[src/rtl/potbus_pkg.sv]
package potbus_pkg;

  localparam int BYTE_W = 8;

  typedef enum logic [3:0] {
    ST_IDLE, ST_ADDR, ST_ADDR_ACK, ST_INSTR, ST_INSTR_ACK,
    ST_DATA, ST_DATA_ACK, ST_RD_BYTE, ST_RD_ACK, ST_STEP, ST_WAIT_STOP
  } frameState_t;

  typedef enum logic [2:0] {OP_NONE, OP_READ, OP_WRITE, OP_XFER, OP_STEP} opClass_t;

  // strobes from control to datapath
  typedef struct packed {
    logic clrBits;
    logic loadTx;
    logic shiftTx;
    logic driveAck;
    logic releaseSda;
  } dpCtl_t;

  // bus events from datapath to control
  typedef struct packed {
    logic              startEv;
    logic              stopEv;
    logic              sclRise;
    logic              sclFall;
    logic              sdaBit;
    logic              byteFull;
    logic [BYTE_W-1:0] rxByte;
  } dpEvt_t;

  function automatic opClass_t classifyOp(input logic [3:0] op);
    case (op)
      4'b1001, 4'b1011:                   return OP_READ;
      4'b1010, 4'b1100:                   return OP_WRITE;
      4'b1101, 4'b1110, 4'b0001, 4'b1000: return OP_XFER;
      4'b0010:                            return OP_STEP;
      default:                            return OP_NONE;
    endcase
  endfunction

endpackage

[src/rtl/potbus_sync.sv]
module potbus_sync #(
  parameter int   STAGES    = 2,
  parameter logic RESET_VAL = 1'b1
) (
  input  logic clk,
  input  logic rstN,
  input  logic din,
  output logic dout
);
  logic [STAGES-1:0] pipe;

  always_ff @(posedge clk or negedge rstN) begin
    if (!rstN) pipe <= {STAGES{RESET_VAL}};
    else       pipe <= {pipe[STAGES-2:0], din};
  end

  assign dout = pipe[STAGES-1];
endmodule

[src/rtl/potbus_dp.sv]
module potbus_dp
  import potbus_pkg::*;
#(
  parameter int SYNC_STAGES = 2
) (
  input  logic              clk,
  input  logic              rstN,
  input  logic              sclIn,
  input  logic              sdaIn,
  input  dpCtl_t            ctl,
  input  logic [BYTE_W-1:0] txData,
  output dpEvt_t            evt,
  output logic              sdaPullLow
);
  localparam int BIT_W = $clog2(BYTE_W + 1);
  localparam int LINES = 2;

  logic [LINES-1:0] rawLines, syncLines;
  assign rawLines = {sclIn, sdaIn};

  for (genvar g = 0; g < LINES; g++) begin : g_sync
    potbus_sync #(.STAGES(SYNC_STAGES), .RESET_VAL(1'b1)) u_sync (
      .clk (clk),
      .rstN(rstN),
      .din (rawLines[g]),
      .dout(syncLines[g])
    );
  end

  logic sclNow, sdaNow, sclPrev, sdaPrev;
  assign sclNow = syncLines[1];
  assign sdaNow = syncLines[0];

  always_ff @(posedge clk or negedge rstN) begin
    if (!rstN) begin
      sclPrev <= 1'b1;
      sdaPrev <= 1'b1;
    end else begin
      sclPrev <= sclNow;
      sdaPrev <= sdaNow;
    end
  end

  logic [BIT_W-1:0]  bitCnt;
  logic [BYTE_W-1:0] rxShift, txShift;
  logic              sdaLowR;

  assign evt.sclRise  = sclNow & ~sclPrev;
  assign evt.sclFall  = ~sclNow & sclPrev;
  assign evt.startEv  = sclNow & sclPrev & sdaPrev & ~sdaNow;
  assign evt.stopEv   = sclNow & sclPrev & ~sdaPrev & sdaNow;
  assign evt.sdaBit   = sdaNow;
  assign evt.byteFull = (bitCnt == BIT_W'(BYTE_W));
  assign evt.rxByte   = rxShift;

  always_ff @(posedge clk or negedge rstN) begin
    if (!rstN) begin
      bitCnt  <= '0;
      rxShift <= '0;
    end else begin
      if (ctl.clrBits)                      bitCnt <= '0;
      else if (evt.sclRise && !evt.byteFull) bitCnt <= bitCnt + 1'b1;
      if (evt.sclRise) rxShift <= {rxShift[BYTE_W-2:0], sdaNow};
    end
  end

  always_ff @(posedge clk or negedge rstN) begin
    if (!rstN) begin
      txShift <= '0;
      sdaLowR <= 1'b0;
    end else if (ctl.releaseSda) begin
      sdaLowR <= 1'b0;
    end else if (ctl.driveAck) begin
      sdaLowR <= 1'b1;
    end else if (ctl.loadTx) begin
      txShift <= txData;
      sdaLowR <= ~txData[BYTE_W-1];
    end else if (ctl.shiftTx) begin
      txShift <= {txShift[BYTE_W-2:0], 1'b0};
      sdaLowR <= ~txShift[BYTE_W-2];
    end
  end

  assign sdaPullLow = sdaLowR;

  // the line is only ever pulled down in the SCL low phase
  assert_drive_on_fall_R6: assert property (@(posedge clk) disable iff (!rstN)
    $rose(sdaLowR) |-> $past(evt.sclFall));
endmodule

[src/rtl/potbus_ctrl.sv]
module potbus_ctrl
  import potbus_pkg::*;
#(
  parameter logic [3:0] DEV_ID = 4'b0101
) (
  input  logic              clk,
  input  logic              rstN,
  input  dpEvt_t            evt,
  input  logic              sdaPullLow,
  input  logic [3:0]        devAddr,
  input  logic              execBusy,
  input  logic [BYTE_W-1:0] rdData,
  output dpCtl_t            ctl,
  output logic [BYTE_W-1:0] txData,
  output logic              cmdValid,
  output logic [3:0]        cmdOp,
  output logic              cmdPot,
  output logic [1:0]        cmdReg,
  output logic [BYTE_W-1:0] cmdData,
  output logic              stepValid,
  output logic              stepUp,
  output logic              stopStrobe
);
  frameState_t state, nextState;
  logic fireCmd, fireStep, fireStop, latchInstr, latchData, masterAck;
  logic selected;

  assign selected = !(state inside {ST_IDLE, ST_ADDR});
  assign txData   = rdData;

  always_comb begin
    ctl        = '0;
    nextState  = state;
    fireCmd    = 1'b0;
    fireStep   = 1'b0;
    fireStop   = 1'b0;
    latchInstr = 1'b0;
    latchData  = 1'b0;
    if (evt.startEv) begin
      nextState      = ST_ADDR;
      ctl.clrBits    = 1'b1;
      ctl.releaseSda = 1'b1;
    end else if (evt.stopEv) begin
      nextState      = ST_IDLE;
      ctl.releaseSda = 1'b1;
      fireStop       = selected;
    end else begin
      case (state)
        ST_ADDR: if (evt.sclFall && evt.byteFull) begin
          if (evt.rxByte == {DEV_ID, devAddr} && !execBusy) begin
            nextState    = ST_ADDR_ACK;
            ctl.driveAck = 1'b1;
          end else begin
            nextState    = ST_IDLE;
          end
        end
        ST_ADDR_ACK: if (evt.sclFall) begin
          ctl.releaseSda = 1'b1;
          ctl.clrBits    = 1'b1;
          nextState      = ST_INSTR;
        end
        ST_INSTR: if (evt.sclFall && evt.byteFull) begin
          ctl.driveAck = 1'b1;
          latchInstr   = 1'b1;
          nextState    = ST_INSTR_ACK;
        end
        ST_INSTR_ACK: if (evt.sclFall) begin
          case (classifyOp(cmdOp))
            OP_READ: begin
              ctl.loadTx  = 1'b1;
              ctl.clrBits = 1'b1;
              nextState   = ST_RD_BYTE;
            end
            OP_WRITE: begin
              ctl.releaseSda = 1'b1;
              ctl.clrBits    = 1'b1;
              nextState      = ST_DATA;
            end
            OP_XFER: begin
              ctl.releaseSda = 1'b1;
              fireCmd        = 1'b1;
              nextState      = ST_WAIT_STOP;
            end
            OP_STEP: begin
              ctl.releaseSda = 1'b1;
              nextState      = ST_STEP;
            end
            default: begin
              ctl.releaseSda = 1'b1;
              nextState      = ST_WAIT_STOP;
            end
          endcase
        end
        ST_DATA: if (evt.sclFall && evt.byteFull) begin
          ctl.driveAck = 1'b1;
          latchData    = 1'b1;
          fireCmd      = 1'b1;
          nextState    = ST_DATA_ACK;
        end
        ST_DATA_ACK: if (evt.sclFall) begin
          ctl.releaseSda = 1'b1;
          nextState      = ST_WAIT_STOP;
        end
        ST_RD_BYTE: if (evt.sclFall) begin
          if (evt.byteFull) begin
            ctl.releaseSda = 1'b1;
            nextState      = ST_RD_ACK;
          end else begin
            ctl.shiftTx    = 1'b1;
          end
        end
        ST_RD_ACK: if (evt.sclFall) begin
          if (masterAck) begin
            ctl.loadTx  = 1'b1;
            ctl.clrBits = 1'b1;
            nextState   = ST_RD_BYTE;
          end else begin
            nextState   = ST_WAIT_STOP;
          end
        end
        ST_STEP: if (evt.sclRise) fireStep = 1'b1;
        default: ;
      endcase
    end
  end

  always_ff @(posedge clk or negedge rstN) begin
    if (!rstN) begin
      state      <= ST_IDLE;
      masterAck  <= 1'b0;
      cmdValid   <= 1'b0;
      cmdOp      <= '0;
      cmdPot     <= 1'b0;
      cmdReg     <= '0;
      cmdData    <= '0;
      stepValid  <= 1'b0;
      stepUp     <= 1'b0;
      stopStrobe <= 1'b0;
    end else begin
      state      <= nextState;
      cmdValid   <= fireCmd;
      stepValid  <= fireStep;
      stopStrobe <= fireStop;
      if (state == ST_RD_ACK && evt.sclRise) masterAck <= ~evt.sdaBit;
      if (fireStep) stepUp <= evt.sdaBit;
      if (latchInstr) begin
        cmdOp  <= evt.rxByte[7:4];
        cmdPot <= evt.rxByte[2];
        cmdReg <= evt.rxByte[1:0];
      end
      if (latchData) cmdData <= evt.rxByte;
    end
  end

  assert_busy_silent_R3: assert property (@(posedge clk) disable iff (!rstN)
    (state == ST_ADDR && evt.sclFall && evt.byteFull && execBusy) |=> !sdaPullLow);

  assert_idle_released_R2: assert property (@(posedge clk) disable iff (!rstN)
    (state == ST_IDLE) |-> !sdaPullLow);

  assert_stop_release_R8: assert property (@(posedge clk) disable iff (!rstN)
    evt.stopEv |=> (!sdaPullLow && state == ST_IDLE));

  assert_one_strobe_R8: assert property (@(posedge clk) disable iff (!rstN)
    $onehot0({cmdValid, stepValid, stopStrobe}));

  assert_step_in_mode_R7: assert property (@(posedge clk) disable iff (!rstN)
    stepValid |-> $past(state == ST_STEP));

  assert_cmd_kind_R10: assert property (@(posedge clk) disable iff (!rstN)
    cmdValid |-> (classifyOp(cmdOp) inside {OP_WRITE, OP_XFER}));
endmodule

[src/rtl/potbus_framer.sv]
module potbus_framer
  import potbus_pkg::*;
#(
  parameter logic [3:0] DEV_ID      = 4'b0101,
  parameter int         SYNC_STAGES = 2
) (
  input  logic       clk,
  input  logic       rstN,
  input  logic       sclIn,
  input  logic       sdaIn,
  input  logic [3:0] devAddr,
  input  logic       execBusy,
  input  logic [7:0] rdData,
  output logic       sdaPullLow,
  output logic       cmdValid,
  output logic [3:0] cmdOp,
  output logic       cmdPot,
  output logic [1:0] cmdReg,
  output logic [7:0] cmdData,
  output logic       stepValid,
  output logic       stepUp,
  output logic       stopStrobe
);
  dpCtl_t            ctl;
  dpEvt_t            evt;
  logic [BYTE_W-1:0] txData;

  potbus_dp #(.SYNC_STAGES(SYNC_STAGES)) u_dp (
    .clk       (clk),
    .rstN      (rstN),
    .sclIn     (sclIn),
    .sdaIn     (sdaIn),
    .ctl       (ctl),
    .txData    (txData),
    .evt       (evt),
    .sdaPullLow(sdaPullLow)
  );

  potbus_ctrl #(.DEV_ID(DEV_ID)) u_ctrl (
    .clk       (clk),
    .rstN      (rstN),
    .evt       (evt),
    .sdaPullLow(sdaPullLow),
    .devAddr   (devAddr),
    .execBusy  (execBusy),
    .rdData    (rdData),
    .ctl       (ctl),
    .txData    (txData),
    .cmdValid  (cmdValid),
    .cmdOp     (cmdOp),
    .cmdPot    (cmdPot),
    .cmdReg    (cmdReg),
    .cmdData   (cmdData),
    .stepValid (stepValid),
    .stepUp    (stepUp),
    .stopStrobe(stopStrobe)
  );
endmodule

[config.mk]
export PLATFORM = sky130hd
export DESIGN_NAME = potbus_framer
export DESIGN_NICKNAME = d
export VERILOG_FILES = /design/src/rtl/potbus_pkg.sv /design/src/rtl/potbus_sync.sv /design/src/rtl/potbus_dp.sv /design/src/rtl/potbus_ctrl.sv /design/src/rtl/potbus_framer.sv
export SDC_FILE = /design/constraint.sdc
export NUM_CORES = 1
export LEC_CHECK = 0
export BUFFER_PORTS_ARGS = -buffer_cell sky130_fd_sc_hd__buf_2
export CORE_ASPECT_RATIO = 1.5
export CORE_MARGIN = 2
export CORE_UTILIZATION = 30
export DETAILED_ROUTE_END_ITERATION = 10
export SLEW_MARGIN = 20
export SYNTH_ARGS = -nofsm -noshare
export SYNTH_HDL_FRONTEND = slang
export SYNTH_SLANG_ARGS = --single-unit
[constraint.sdc]
create_clock -name clk -period 4.6 [get_ports clk]
set_input_delay 0.92 -clock clk [delete_from_list [all_inputs] [get_ports clk]]
set_output_delay 0.92 -clock clk [all_outputs]
set_load 0.02 [all_outputs]
# --- After elaboration in Yosys (flattened, before gate mapping) ---
# Memory sizes are Yosys's and may differ from the RTL's.
# Index checks and enable logic that the tools add are counted.
word_totals:
  n_memories: 1
  wordCells: 146
  mem_bits_ro: 48
  ff_bits: 50
mem_list:
  columns: ["memory", "depth", "word_bits", "read_ports", "rd_clocked_by_memory_dff", "write_ports", "line", "rtl"]
  rows:
  - ["(no name shown)", 16, 3, 1, 0, 0, "potbus_pkg.sv:33", "case (op)"]
op_classes:
  bitwise_logic: 15
  n_eq_ne: 24
  n_mux: 69
  n_reduce_logical: 18
  n_addsub: 1
op_table:
  columns: ["cell", "n"]
  rows:
  - ["2-to-1 mux 4 bit", 15]
  - ["2-to-1 mux 1 bit", 36]
  - ["!= test 4 x 3 -> 1 bit (second input constant)", 8]
  - ["case mux 4 bit (8 select lines)", 1]
  - ["== test 4 x 3 -> 1 bit (second input constant)", 4]
  - ["2-to-1 mux 3 bit", 5]
  - ["2-to-1 mux 7 bit", 2]
  - ["== test 4 bit (second input constant)", 3]
  - ["case mux 4 bit (3 select lines)", 1]
  - ["AND reduction 10 bit", 1]
  - ["nonzero test 10 bit", 1]
  - ["== test 4 x 2 -> 1 bit (second input constant)", 2]
  - ["== test 8 x 7 -> 1 bit", 1]
  - ["2-to-1 mux 2 bit", 4]
  - ["NOT 1 bit", 8]
  - ["AND 1 bit", 7]
  - ["== test 3 x 2 -> 1 bit (second input constant)", 2]
  - ["case mux 1 bit (2 select lines)", 3]
  - ["case mux 1 bit (3 select lines)", 2]
  - ["nonzero test 2 bit", 3]
  - ["OR reduction 2 bit", 3]
  - ["adder 4 x 1 -> 4 bit (second input constant)", 1]
  - ["== test 4 x 1 -> 1 bit (second input constant)", 1]
  - ["logical AND 1 bit", 4]
  - ["7 further kinds", 9]

# --- Depth between registers and ports, before layout ---
# Gate-level depths: netlist (run 1).
depth:
  word_depth: 17
  ltp_mapped: 8
  depth_no_buf: 7

# --- Cells and area by module ---
# From an unflattened synthesis (run 1), not the netlist that was laid out.
unflattened:
  cells_unflattened: 243
  area_unflattened_um2: 2808.9
by_module_without_submodules:
  columns: ["module", "seq_area_each_um2", "n_inst", "area_each_um2", "cells_each"]
  rows:
  - ["potbus_ctrl", 600.6, 1, 1626.6, 159]
  - ["potbus_dp", 553.0, 1, 1077.3, 80]
  - ["potbus_sync", 52.6, 2, 52.6, 2]

# --- Least setup slack after synthesis (run 1) ---
# No wires, ideal clock.
synth_timing:
  path_kind: "reg-to-reg"
  start: "register u_ctrl.cmdOp[0]"
  end: "register u_dp.sdaLowR, in the netlist u_dp.sdaPullLow"
  path_slack_ns: 2.652
  path_stages_with_launch: 8
  synth_period_minus_slack_ns: 1.948
  t_arrival_ns: 1.870
  n_path_buf: 0
  required_ns: 4.522
  setup_time_ns: 0.078
  cell_sequence: "dfrtp_1 > inv_1 > ha_1 > nor4_1 > o21ai_0 > a32o_1 > a211oi_1 > o2bb2ai_1"
synth_via:
  elab_chain_cells: 14
  elab_cells_between_ends: 20
  cone_classes: "1 x eq/ne; 17 x mux; 1 x reduce/logical; 1 x memory"
synth_rtl:
  columns: ["item", "line", "rtl"]
  rows:
  - ["start, declared", "potbus_ctrl.sv:16", "output logic [3:0] cmdOp,"]
  - ["start signal, assigned", "potbus_ctrl.sv:147", "cmdOp <= evt.rxByte[7:4];"]
  - ["memory read (16 x 3 bit) *", null, null]
  - ["2-to-1 mux 3 bit *", "potbus_ctrl.sv:67", "ST_INSTR_ACK: if (evt.sclFall) begin"]
  - ["2-to-1 mux 3 bit *", "potbus_ctrl.sv:48", "case (state)"]
  - ["2-to-1 mux 3 bit *", "potbus_ctrl.sv:43", "end else if (evt.stopEv) begin"]
  - ["2-to-1 mux 3 bit *", "potbus_ctrl.sv:39", "if (evt.startEv) begin"]
  - ["== test 3 x 1 -> 1 bit *", "potbus_ctrl.sv:68", "case (classifyOp(cmdOp))"]
  - ["2-to-1 mux 1 bit", "potbus_ctrl.sv:68", null]
  - ["2-to-1 mux 2 bit", "potbus_ctrl.sv:67", null]
  - ["case mux 1 bit (2 select lines)", "potbus_ctrl.sv:48", null]
  - ["2-to-1 mux 4 bit", "potbus_ctrl.sv:43", null]
  - ["2-to-1 mux 3 bit", "potbus_ctrl.sv:39", null]
  - ["2-to-1 mux 1 bit", "potbus_dp.sv:75", "end else if (ctl.loadTx) begin"]
  - ["2-to-1 mux 1 bit", "potbus_dp.sv:73", "end else if (ctl.driveAck) begin"]
  - ["2-to-1 mux 1 bit", "potbus_dp.sv:71", "end else if (ctl.releaseSda) begin"]
  - ["end signal, assigned", "potbus_dp.sv:77", "sdaLowR <= ~txData[BYTE_W-1];"]
  - ["end signal, assigned", "potbus_dp.sv:80", "sdaLowR <= ~txShift[BYTE_W-2];"]
  - ["end, declared", "potbus_dp.sv:46", "logic sdaLowR;"]
# Mark *: on every way between the ends. The rest lies on a longest branch, timed or not. The select of a mux whose other input is x is not followed.
# A chain may end at the register's enable or synchronous reset.

# --- Worst setup path in the final report (run 1) ---
layout_timing:
  start: "register u_dp.bitCnt[0]"
  end: "register u_dp.sdaLowR, in the netlist u_dp.sdaPullLow"
layout_via:
  elab_chain_cells: 8
  elab_cells_between_ends: 18
  cone_classes: "1 x eq/ne; 15 x mux; 2 x reduce/logical"
layout_rtl:
  columns: ["item", "line", "rtl"]
  rows:
  - ["start, declared", "potbus_dp.sv:44", "logic [BIT_W-1:0] bitCnt;"]
  - ["start signal, assigned", "potbus_dp.sv:62", "else if (evt.sclRise && !evt.byteFull) bitCnt <= bitCnt + 1'b1;"]
  - ["== test 4 bit *", "potbus_dp.sv:53", "assign evt.byteFull = (bitCnt == BIT_W'(BYTE_W));"]
  - ["logical AND 1 bit", "potbus_ctrl.sv:49, potbus_ctrl.sv:62, potbus_ctrl.sv:94", null]
  - ["2-to-1 mux 1 bit, on equally long branches", "potbus_ctrl.sv:62, potbus_ctrl.sv:94, potbus_ctrl.sv:49", null]
  - ["case mux 1 bit (2 select lines)", "potbus_ctrl.sv:48", null]
  - ["2-to-1 mux 4 bit", "potbus_ctrl.sv:43", null]
  - ["2-to-1 mux 3 bit", "potbus_ctrl.sv:39", null]
  - ["2-to-1 mux 1 bit", "potbus_dp.sv:73", null]
  - ["2-to-1 mux 1 bit", "potbus_dp.sv:71", null]
# Mark *: on every way between the ends. The rest lies on a longest branch, timed or not.

==> run summary, run 1 <==
CTS-repair resized insts - 0
First-pass GRT wire length - 9750 um
RSZ-0062 raised after global routing - no
Uppermost layer routed - met4
Worst slew margin - 0.326
H-Tree Depth - 2
Die X - 80.3 um
Number of global-route vias before repair - 1992
Post-detailed-route DRC marker count - 0
Max Clock Skew - 0.00453 ns
Mapped Area - 0.00262 mm^2
Design area - 0.00304 mm^2
Worst Hold Launch - u_dp.g_sync[1].u_sync.pipe[0]
TritonCTS clock tree - yes
# Post-CTS Setup Buffers - 0
Total overflow reported by the global router - 0
CTS buffer count - 5
Worst Setup End Kind - flop
Drt wl/cell - 14.9 um
Worst-path clk slew - 0.07 ns
Critical Path RT - 4.78 ns
Cells after Synth - 252
Final worst slack - 2.21 ns
Drt pass-1 iters - 4
Metal-1 WL - 2350 um
Worst min-delay path class - reg2reg
R2R Setup Slk - 2.21 ns
Max-cap violations - 0
Power, Total - 0.00104 W
Power per cell area - 341 mW/mm^2
Total Nets Final - 309
Initial Util - 0.310
Starting DRT DRC Count - 58
Setup CP Type - reg2reg
Syn nets - 276
Post-place instance area - 0.00288 mm^2
Largest net degree at the start of global routing - 51
CP max FO - 9
Crit start category - flop
Met3 WL - 156 um
Initial antenna violation count - 0
Post-DP HPWL - 4150 um
Setup violators final - 0
Final ANT Viol Nets - 0
Leakage - 1.43 nW
Crit share post-route - 0.519
Clock sinks - 50
Core area - 0.00846 mm^2
CTS hold repair buffers - 0
Post-synth EDFFs - 0
Crit path time final - 2.39 ns
Fmax - 0.419 GHz
Diodes inserted - 0
Status - completed
Register bit total from synthesis - 50
Share of layout cells above drive strength 1 - 0.259
Post-Route Utilization - 0.360
GRT Total Usage - 0.131
GP Congestion - 0.899
Clock Latency Late Sink - 0.29 ns
Post-synthesis sequential area ratio - 0.480
Root Driver - clkbuf_16
CTS max path bufs - 2
Vias/cell - 4.89
Post-synth ARST share - 1.00
Area grow syn2layout - 16.1%
Via count - 1922
# port buffers - 36
Mean Syn Cell Area - 10.4 um^2
Routed wire length - 5840 um
Hold Fails Final Rpt - 0
Slew at the pin with the worst max-slew slack - 1.01 ns
Final Max Slew Viols - 0
Setup TNS - 0 ns
Row cnt - 41
Die area - 0.00952 mm^2
Synth warnings - 0
Cell variety after synth - 54
Peak supply drop - 193 uV
Boundary Pins - 37
Top FF cell, synth - dfrtp_1
Die Height - 118 um
Worst Setup SP - u_dp.bitCnt[0]
Metal2 WL - 3190 um
RR Startpoint - u_dp.bitCnt[0]
Pre-CTS setup slack - 2.23 ns
Worst EP arrival - 2.57 ns
[sequential cells by signal, summed over array words and instances (netlist names)]
signal and flops:
u_ctrl.cmdData 8, u_ctrl.cmdOp 4, u_ctrl.cmdPot 1, u_ctrl.cmdReg 2, u_ctrl.cmdValid 1, u_ctrl.masterAck 1
u_ctrl.state 4, u_ctrl.stepUp 1, u_ctrl.stepValid 1, u_ctrl.stopStrobe 1, u_dp.bitCnt 4, u_dp.g_sync.u_sync.pipe 4
u_dp.rxShift 8, u_dp.sclPrev 1, u_dp.sdaPrev 1, u_dp.sdaPullLow 1, u_dp.txShift 7
[critical path, cell delays in order, from the launching register on]
cell,delay [ns]
dfrtp_1,0.37
inv_1,0.08
ha_1,0.19
nand3b_1,0.23
nor4b_2,0.87
nor2b_1,0.10
a211o_1,0.30
o2bb2ai_1,0.12
[cells in the mapped netlist, drive strengths merged (2+ instances only)]
cell | number | share of area
inv | 5 | 0.0072
nand3b | 2 | 0.0057
nand2b | 5 | 0.015
and3 | 3 | 0.0072
mux2 | 17 | 0.073
nand4 | 2 | 0.0048
a211oi | 2 | 0.0057
nor2b | 6 | 0.014
a21oi | 6 | 0.016
ha | 7 | 0.033
nor4b | 4 | 0.024
dfrtp | 44 | 0.42
dfstp | 6 | 0.060
clkbuf | 3 | 0.0043
a22o | 2 | 0.0067
o21ai | 19 | 0.036
nor4 | 3 | 0.0072
nand4b | 3 | 0.010
o211ai | 3 | 0.010
nor3b | 2 | 0.0057
mux2i | 6 | 0.023
nor3 | 5 | 0.0095
nor2 | 17 | 0.024
xor2 | 9 | 0.030
nand2 | 42 | 0.060
nand3 | 4 | 0.0095
buf | 8 | 0.021
[through the flow]
stage                     std cells  hold WS, ns
after floorplan                 252        0.345
after global placement          385        0.347
after detailed placement        385        0.347
after CTS                       393        0.357
after global routing            393        0.361
final                           393        0.356
[layer usage]
metal / vias up / track usage
li1: 946 / -
met1: 923 / 0.144
met2: 42 / 0.237
met3: 11 / 0.0206
met4: 0 / 0.0604
met5: - / 0
[power by group]
part	switching [W]	internal, W	leakage (nW)
logic	0.0000568	0.0000449	0.726
clock network	0.000160	0.000257	0.0771
registers	0.0000434	0.000476	0.629
total	0.000260	0.000778	1.43
[kinds of logic (layout without fill, tap and decap cells)]
kind of cell / count (synthesis) / after routing / share of synthesized area
multiplexers: 23 / 23 / 0.0959
AO/OA/AOI/OAI: 45 / 45 / 0.119
buffers and inverters: 16 / 50 / 0.0320
adder cells (fa/ha/maj): 7 / 7 / 0.0334
AND/OR/NAND/NOR: 101 / 101 / 0.206
XOR/XNOR: 10 / 10 / 0.0334
flip-flops: 50 / 50 / 0.480
[layout by cell type, fill, tap and decap left out, types with 2 or more instances in the layout]
cell and n:
o21ai_1 7, a21oi_1 5, o211ai_1 2, and3_1 3
nor2_1 17, nor2b_1 6, nand2_1 42, clkbuf_16 5
nor4_1 3, nand2b_1 4, nand4b_1 3, o21ai_0 12
ha_1 7, mux2i_1 6, buf_2 36, nand4_1 2
dfstp_2 6, nor3_1 5, dfrtp_1 44, nand3b_1 2
a211oi_1 2, xor2_1 9, nor3b_1 2, mux2_2 16
inv_1 5, nand3_1 3, a22o_1 2, nor4b_2 2
[final cells by class]
class	instances	area (um^2)
Sequential cell	50	1260
Tap cell	107	134
Timing Repair Buffer	37	188
Fill cell	848	5420
Clock inverter	2	37.5
Multi-Input combinational cell	186	1280
Clock buffer	6	129
Inverter	5	18.8
[worst paths after layout]
| check | to | cells past startpoint |
|---|---|---|
| setup / recovery | u_dp.sdaPullLow | 7 |
| hold / removal | u_dp.g_sync[1].u_sync.pipe[1] | 0 |
| setup reg to reg | u_dp.sdaPullLow | 7 |
| max in group asynchronous | u_dp.txShift[5] | 2 |
| hold reg to reg | u_dp.g_sync[1].u_sync.pipe[1] | 0 |
| min in group asynchronous | u_ctrl.cmdReg[0] | 2 |
(Power assumes the default switching activity.)
==> run 2: changes to the inputs <==
==> constraint.sdc (replaced) <==
create_clock -name clk -period 2.1 [get_ports clk]
set_input_delay 0.42 -clock clk [delete_from_list [all_inputs] [get_ports clk]]
set_output_delay 0.42 -clock clk [all_outputs]
set_load 0.02 [all_outputs]
==> run summary, run 2 (synthesis results as in run 1) <==
Status - completed (unchanged)
Setup violators final - 0 (unchanged)
WHS - 0.103 ns (was 0.356 ns)
RR Endpoint - u_dp.txShift[4] (was u_dp.sdaPullLow)
TritonCTS clock tree - yes (unchanged)
Setup crit end - u_dp.txShift[4] (was u_dp.sdaPullLow)
Inst Count DP - 395 (was 385)
Final ANT Viol Nets - 0 (unchanged)
Max Clock Skew - 0.00296 ns (was 0.00453 ns)
Fmax - 0.507 GHz (was 0.419 GHz)
Crit start category - flop (unchanged)
Design area - 0.00316 mm^2 (was 0.00304 mm^2)
Slew at the pin with the worst max-slew slack - 0.528 ns (was 1.01 ns)
Via count - 2043 (was 1922)
Final std cells w/o fill - 405 (was 393)
Clock Latency Late Sink - 0.29 ns (about the same)
Row cnt - 41 (unchanged)
Setup CP Type - reg2reg (unchanged)
Drt wl/cell - 14.8 um (was 14.9 um)
R2R cell count - 7 (unchanged)
Most frequent cells in the layout - dfrtp_1 (44), nand2_1 (42), buf_2 (36) (unchanged)
Worst Setup End Kind - flop (unchanged)
Vias/cell - 5.04 (was 4.89)
R2R Setup Slk - 0.13 ns (was 2.21 ns)
Crit share post-route - 0.939 (was 0.519)
Clock sinks - 50 (unchanged)
RSZ-0062 raised after global routing - yes (was no)
Post-place instance area - 0.00297 mm^2 (was 0.00288 mm^2)
Total Nets Final - 321 (was 309)
Share of layout cells above drive strength 1 - 0.295 (was 0.259)
Post-detailed-route DRC marker count - 0 (unchanged)
Die Height - 118 um (unchanged)
GP Congestion - 0.896 (was 0.899)
RR Startpoint - u_dp.bitCnt[0] (unchanged)
Starting DRT DRC Count - 52 (was 58)
Commonest non-fill, non-tap cell in the layout - dfrtp_1 (unchanged)
Diodes inserted - 0 (unchanged)
Worst Setup SP - u_dp.bitCnt[0] (unchanged)
Area grow syn2layout - 20.7% (was 16.1%)
Root Driver - clkbuf_16 (unchanged)
Largest net degree at the start of global routing - 29 (was 51)
Drt pass-1 iters - 4 (unchanged)
Biggest regs - u_ctrl.cmdData (8), u_dp.rxShift (8), u_dp.txShift (7) (unchanged)
Core area - 0.00846 mm^2 (unchanged)
Worst-path clk slew - 0.07 ns (about the same)
Initial antenna violation count - 0 (unchanged)
# port buffers - 36 (unchanged)
Peak supply drop - 572 uV (was 193 uV)
First-pass GRT wire length - 10000 um (was 9750 um)
Power per cell area - 726 mW/mm^2 (was 341 mW/mm^2)
GRT Total Usage - 0.133 (was 0.131)
Total overflow reported by the global router - 0 (unchanged)
H-Tree Depth - 2 (unchanged)
Boundary Pins - 37 (unchanged)
Initial Util - 0.310 (unchanged)
Worst min-delay path class - in2async (was reg2reg)
Leakage - 1.51 nW (was 1.43 nW)
CTS hold repair buffers - 0 (unchanged)
CTS max path bufs - 2 (unchanged)
Die X - 80.3 um (unchanged)
Max-cap violations - 0 (unchanged)
Critical Path RT - 2.28 ns (was 4.78 ns)
Hold Fails Final Rpt - 0 (unchanged)
Worst EP arrival - 2.15 ns (was 2.57 ns)
CTS buffer count - 5 (unchanged)
Number of global-route vias before repair - 2061 (was 1992)
Final Max Slew Viols - 0 (unchanged)
CP max FO - 8 (was 9)
Crit path time final - 1.97 ns (was 2.39 ns)
Worst slew margin - 0.648 (was 0.326)
Post-DP HPWL - 4470 um (was 4150 um)
Die area - 0.00952 mm^2 (unchanged)
Routed wire length - 5990 um (was 5840 um)
==> run 2: cell types whose count changed in the layout (fill, tap and decap cells not counted) <==
| cell | previous run | this run |
|---|---|---|
| inv_6 | 0 | 1 |
| clkinvlp_4 | 1 | 0 |
| nor4_4 | 0 | 1 |
| buf_4 | 1 | 12 |
| buf_12 | 0 | 1 |
| nor4_1 | 3 | 2 |
| clkbuf_1 | 1 | 0 |
| clkinv_2 | 0 | 1 |
==> run 2: repair_timing <==
| action | 4_1_cts | 5_1_grt |
|---|---|---|
| pin swaps | 0 | 1 |
| resized for setup | 1 | 1 |
| buffers inserted | 0 | 2 |
| setup endpoints to repair | 4 | 28 |
==> run 2: worst min-delay path by stage <==
stage	to	slack (ns)
global placement	u_dp.g_sync[0].u_sync.pipe[1]	0.35
finish	u_ctrl.stepUp	0.10
CTS	u_ctrl.stepUp	0.13
floorplan	u_ctrl.cmdData[0]	0.12
detailed placement	u_dp.g_sync[0].u_sync.pipe[1]	0.35
global route	u_ctrl.stepUp	0.15
==> run 2: per-layer routing <==
metal,track usage,up-vias,share of wire
li1,-,977,-
met1,0.148,1004,0.39
met2,0.240,46,0.54
met3,0.0206,16,0.026
met4,0.0614,0,0.036
met5,0,-,0
==> run 2: power breakdown <==
part	internal, W	switching (W)	leakage (nW)	total [W]
registers	0.00104	0.0000940	0.629	0.00114
logic	0.000107	0.000126	0.797	0.000232
clock network	0.000564	0.000362	0.0842	0.000927
==> run 2: worst max-delay path, cell delays in order (launching register included) <==
cell,delay (ns)
dfrtp_1,0.37
inv_1,0.08
ha_1,0.19
nand3b_1,0.24
nor4b_2,0.42
buf_4,0.25
mux2i_1,0.23
o21ai_1,0.08
==> run 2: per-stage QoR <==
stage	total power, W	setup slack (ns)	util	setup TNS (ns)
final	0.00230	0.129	0.374	0
after global routing	0.00241	-0.0241	0.374	-0.296
after CTS	0.00232	0.0406	0.371	0
after detailed placement	0.00139	-0.00976	0.350	-0.0101
after global placement	0.00138	0.0626	0.350	0
after floorplan	0.00129	0.152	-	0
==> run 2: cell type report <==
| class | count | area (um^2) |
|---|---|---|
| flip-flops and latches | 50 | 1260 |
| repair buffers | 49 | 290 |
| clock buffers | 5 | 125 |
| fillers | 835 | 5300 |
| well taps | 107 | 134 |
| clock inverters | 3 | 43.8 |
| inverters | 5 | 18.8 |
| multi-input cells | 186 | 1290 |
==> run 3: changes to the inputs <==
--- a/config.mk
+++ b/config.mk
@@ -7,10 +7,11 @@
 export LEC_CHECK = 0
 export BUFFER_PORTS_ARGS = -buffer_cell sky130_fd_sc_hd__buf_2
 export CORE_ASPECT_RATIO = 1.5
-export CORE_MARGIN = 2
 export CORE_UTILIZATION = 30
+export CTS_BUF_LIST = sky130_fd_sc_hd__clkbuf_4 sky130_fd_sc_hd__clkbuf_8 sky130_fd_sc_hd__clkbuf_16
 export DETAILED_ROUTE_END_ITERATION = 10
 export SLEW_MARGIN = 20
 export SYNTH_ARGS = -nofsm -noshare
 export SYNTH_HDL_FRONTEND = slang
 export SYNTH_SLANG_ARGS = --single-unit
+export TNS_END_PERCENT = 10
==> run summary, run 3 (synthesis results as in run 1) <==
Status - completed (unchanged)
Initial Util - 0.310 (unchanged)
Core area - 0.00846 mm^2 (unchanged)
Initial antenna violation count - 0 (unchanged)
Post-DP HPWL - 4360 um (was 4470 um)
Setup violators final - 0 (unchanged)
Max-cap violations - 0 (unchanged)
Sequential share of power - 0.522 (was 0.495)
Internal power - 0.00160 W (was 0.00171 W)
Post-place instance area - 0.00294 mm^2 (was 0.00297 mm^2)
First-pass GRT wire length - 9760 um (was 10000 um)
RSZ-0062 raised after global routing - yes (unchanged)
Worst min-delay path class - in2async (unchanged)
Power per cell area - 703 mW/mm^2 (was 726 mW/mm^2)
CTS buffer count - 5 (unchanged)
Leakage - 1.48 nW (was 1.51 nW)
Routed wire length - 5990 um (about the same)
CTS hold repair buffers - 0 (unchanged)
Via count - 2015 (was 2043)
CP max FO - 9 (was 8)
Starting DRT DRC Count - 62 (was 52)
Number of global-route vias before repair - 2065 (was 2061)
Switching share of power - 0.270 (was 0.254)
Largest net degree at the start of global routing - 29 (unchanged)
Row cnt - 41 (unchanged)
Crit share post-route - 0.936 (was 0.939)
Total Nets Final - 317 (was 321)
Root Driver - clkbuf_16 (unchanged)
Die area - 0.00912 mm^2 (was 0.00952 mm^2)
Setup TNS - 0 ns (unchanged)
Total overflow reported by the global router - 0 (unchanged)
Fmax - 0.508 GHz (was 0.507 GHz)
Area grow syn2layout - 19.0% (was 20.7%)
Worst Setup End Kind - flop (unchanged)
Vias/cell - 5.02 (was 5.04)
# fillers - 855 (was 835)
Crit path time final - 1.97 ns (about the same)
Design area - 0.00312 mm^2 (was 0.00316 mm^2)
Boundary Pins - 37 (unchanged)
Share of layout cells above drive strength 1 - 0.293 (was 0.295)
Max Clock Skew - 0.00403 ns (was 0.00296 ns)
Die Height - 116 um (was 118 um)
H-Tree Depth - 2 (unchanged)
R2R Setup Slk - 0.13 ns (about the same)
Crit start category - flop (unchanged)
Drt pass-1 iters - 4 (unchanged)
Final ANT Viol Nets - 0 (unchanged)
GRT Total Usage - 0.141 (was 0.133)
Diodes inserted - 0 (unchanged)
Worst EP arrival - 2.15 ns (about the same)
Clock Latency Late Sink - 0.30 ns (was 0.29 ns)
Post-detailed-route DRC marker count - 0 (unchanged)
Drt wl/cell - 14.9 um (was 14.8 um)
# port buffers - 36 (unchanged)
Comb power frac - 0.104 (was 0.101)
Clock sinks - 50 (unchanged)
Most frequent cells in the layout - dfrtp_1 (43), nand2_1 (42), buf_2 (36) (was dfrtp_1 (44), nand2_1 (42), buf_2 (36))
RR Endpoint - u_ctrl.cmdData[6] (was u_dp.txShift[4])
Worst slew margin - 0.615 (was 0.648)
Seq. cell area - 0.00126 mm^2 (about the same)
Die X - 78.3 um (was 80.3 um)
P_sw - 0.000593 W (was 0.000582 W)
RR Startpoint - u_dp.bitCnt[0] (unchanged)
Biggest regs - u_ctrl.cmdData (8), u_dp.rxShift (8), u_dp.txShift (7) (unchanged)
GP Congestion - 0.878 (was 0.896)
Multi-input gate area - 0.00130 mm^2 (was 0.00129 mm^2)
CTS max path bufs - 2 (unchanged)
Power share of the clock group - 0.374 (was 0.404)
Power, Total - 0.00219 W (was 0.00230 W)
Setup CP Type - reg2reg (unchanged)
Worst-path clk slew - 0.07 ns (about the same)
Final Max Slew Viols - 0 (unchanged)
Critical Path RT - 2.28 ns (about the same)
Hold Fails Final Rpt - 0 (unchanged)
Slew at the pin with the worst max-slew slack - 0.577 ns (was 0.528 ns)
TritonCTS clock tree - yes (unchanged)
Commonest non-fill, non-tap cell in the layout - dfrtp_1 (unchanged)
R2R cell count - 6 (was 7)
Peak supply drop - 525 uV (was 572 uV)
run 3: timing repair:
item	CTS	global route
setup buffers	0	1
setup endpoints to repair	0	13
resized for setup	0	5
run 3: layout make-up:
cell class                      instances  area share
Multi-Input combinational cell        186       0.417
Tap cell                              107      0.0429
Sequential cell                        50       0.404
Clock buffer                            6      0.0425
Inverter                                5     0.00602
Timing Repair Buffer                   45      0.0834
Clock inverter                          2     0.00441
run 3: worst max path at each step:
stage,from,end,slack [ns],cells past startpoint
after floorplan,u_ctrl.cmdOp[0],u_dp.sdaPullLow,0.15,7
after global placement,u_dp.bitCnt[0],u_ctrl.state[2],0.06,7
after detailed placement,u_ctrl.cmdOp[0],u_dp.sdaPullLow,0.08,7
after CTS,u_dp.bitCnt[0],u_ctrl.state[2],0.07,7
after global routing,u_dp.bitCnt[0],u_ctrl.cmdData[0],-0.004,6
final,u_dp.bitCnt[0],u_ctrl.cmdData[6],0.13,6
run 3: routing by layer:
layer / global-route usage / vias to the layer above / part of all wire
met1: 0.148 / 981 / 0.40
met3: 0.0289 / 21 / 0.024
met2: 0.258 / 49 / 0.53
li1: - / 964 / -
met4: 0.0877 / 0 / 0.046
met5: 0 / - / 0
run 3: critical path: stages, from the launching register on:
cell,delay [ns]
dfrtp_1,0.40
inv_1,0.10
ha_1,0.15
nand3b_1,0.23
nor2_1,0.32
nand3_2,0.30
mux2_2,0.35
run 3: power groups by stage:
stage	Combinational, W	Clock, W	Sequential (W)
after floorplan	0.000170	0	0.00112
after global placement	0.000221	0	0.00116
after detailed placement	0.000227	0	0.00116
after CTS	0.000229	0.000842	0.00114
after global routing	0.000271	0.000876	0.00116
final	0.000229	0.000821	0.00114
run 3: metrics by stage:
step / instances / hold WS, ns / worst slack, ns / util
final: 401 / 0.112 / 0.133 / 0.369
after global routing: 401 / 0.162 / -0.00362 / 0.369
after CTS: 400 / 0.142 / 0.0742 / 0.365
after detailed placement: 392 / 0.347 / 0.0843 / 0.348
after global placement: 392 / 0.346 / 0.0589 / 0.348
after floorplan: 252 / 0.124 / 0.152 / -
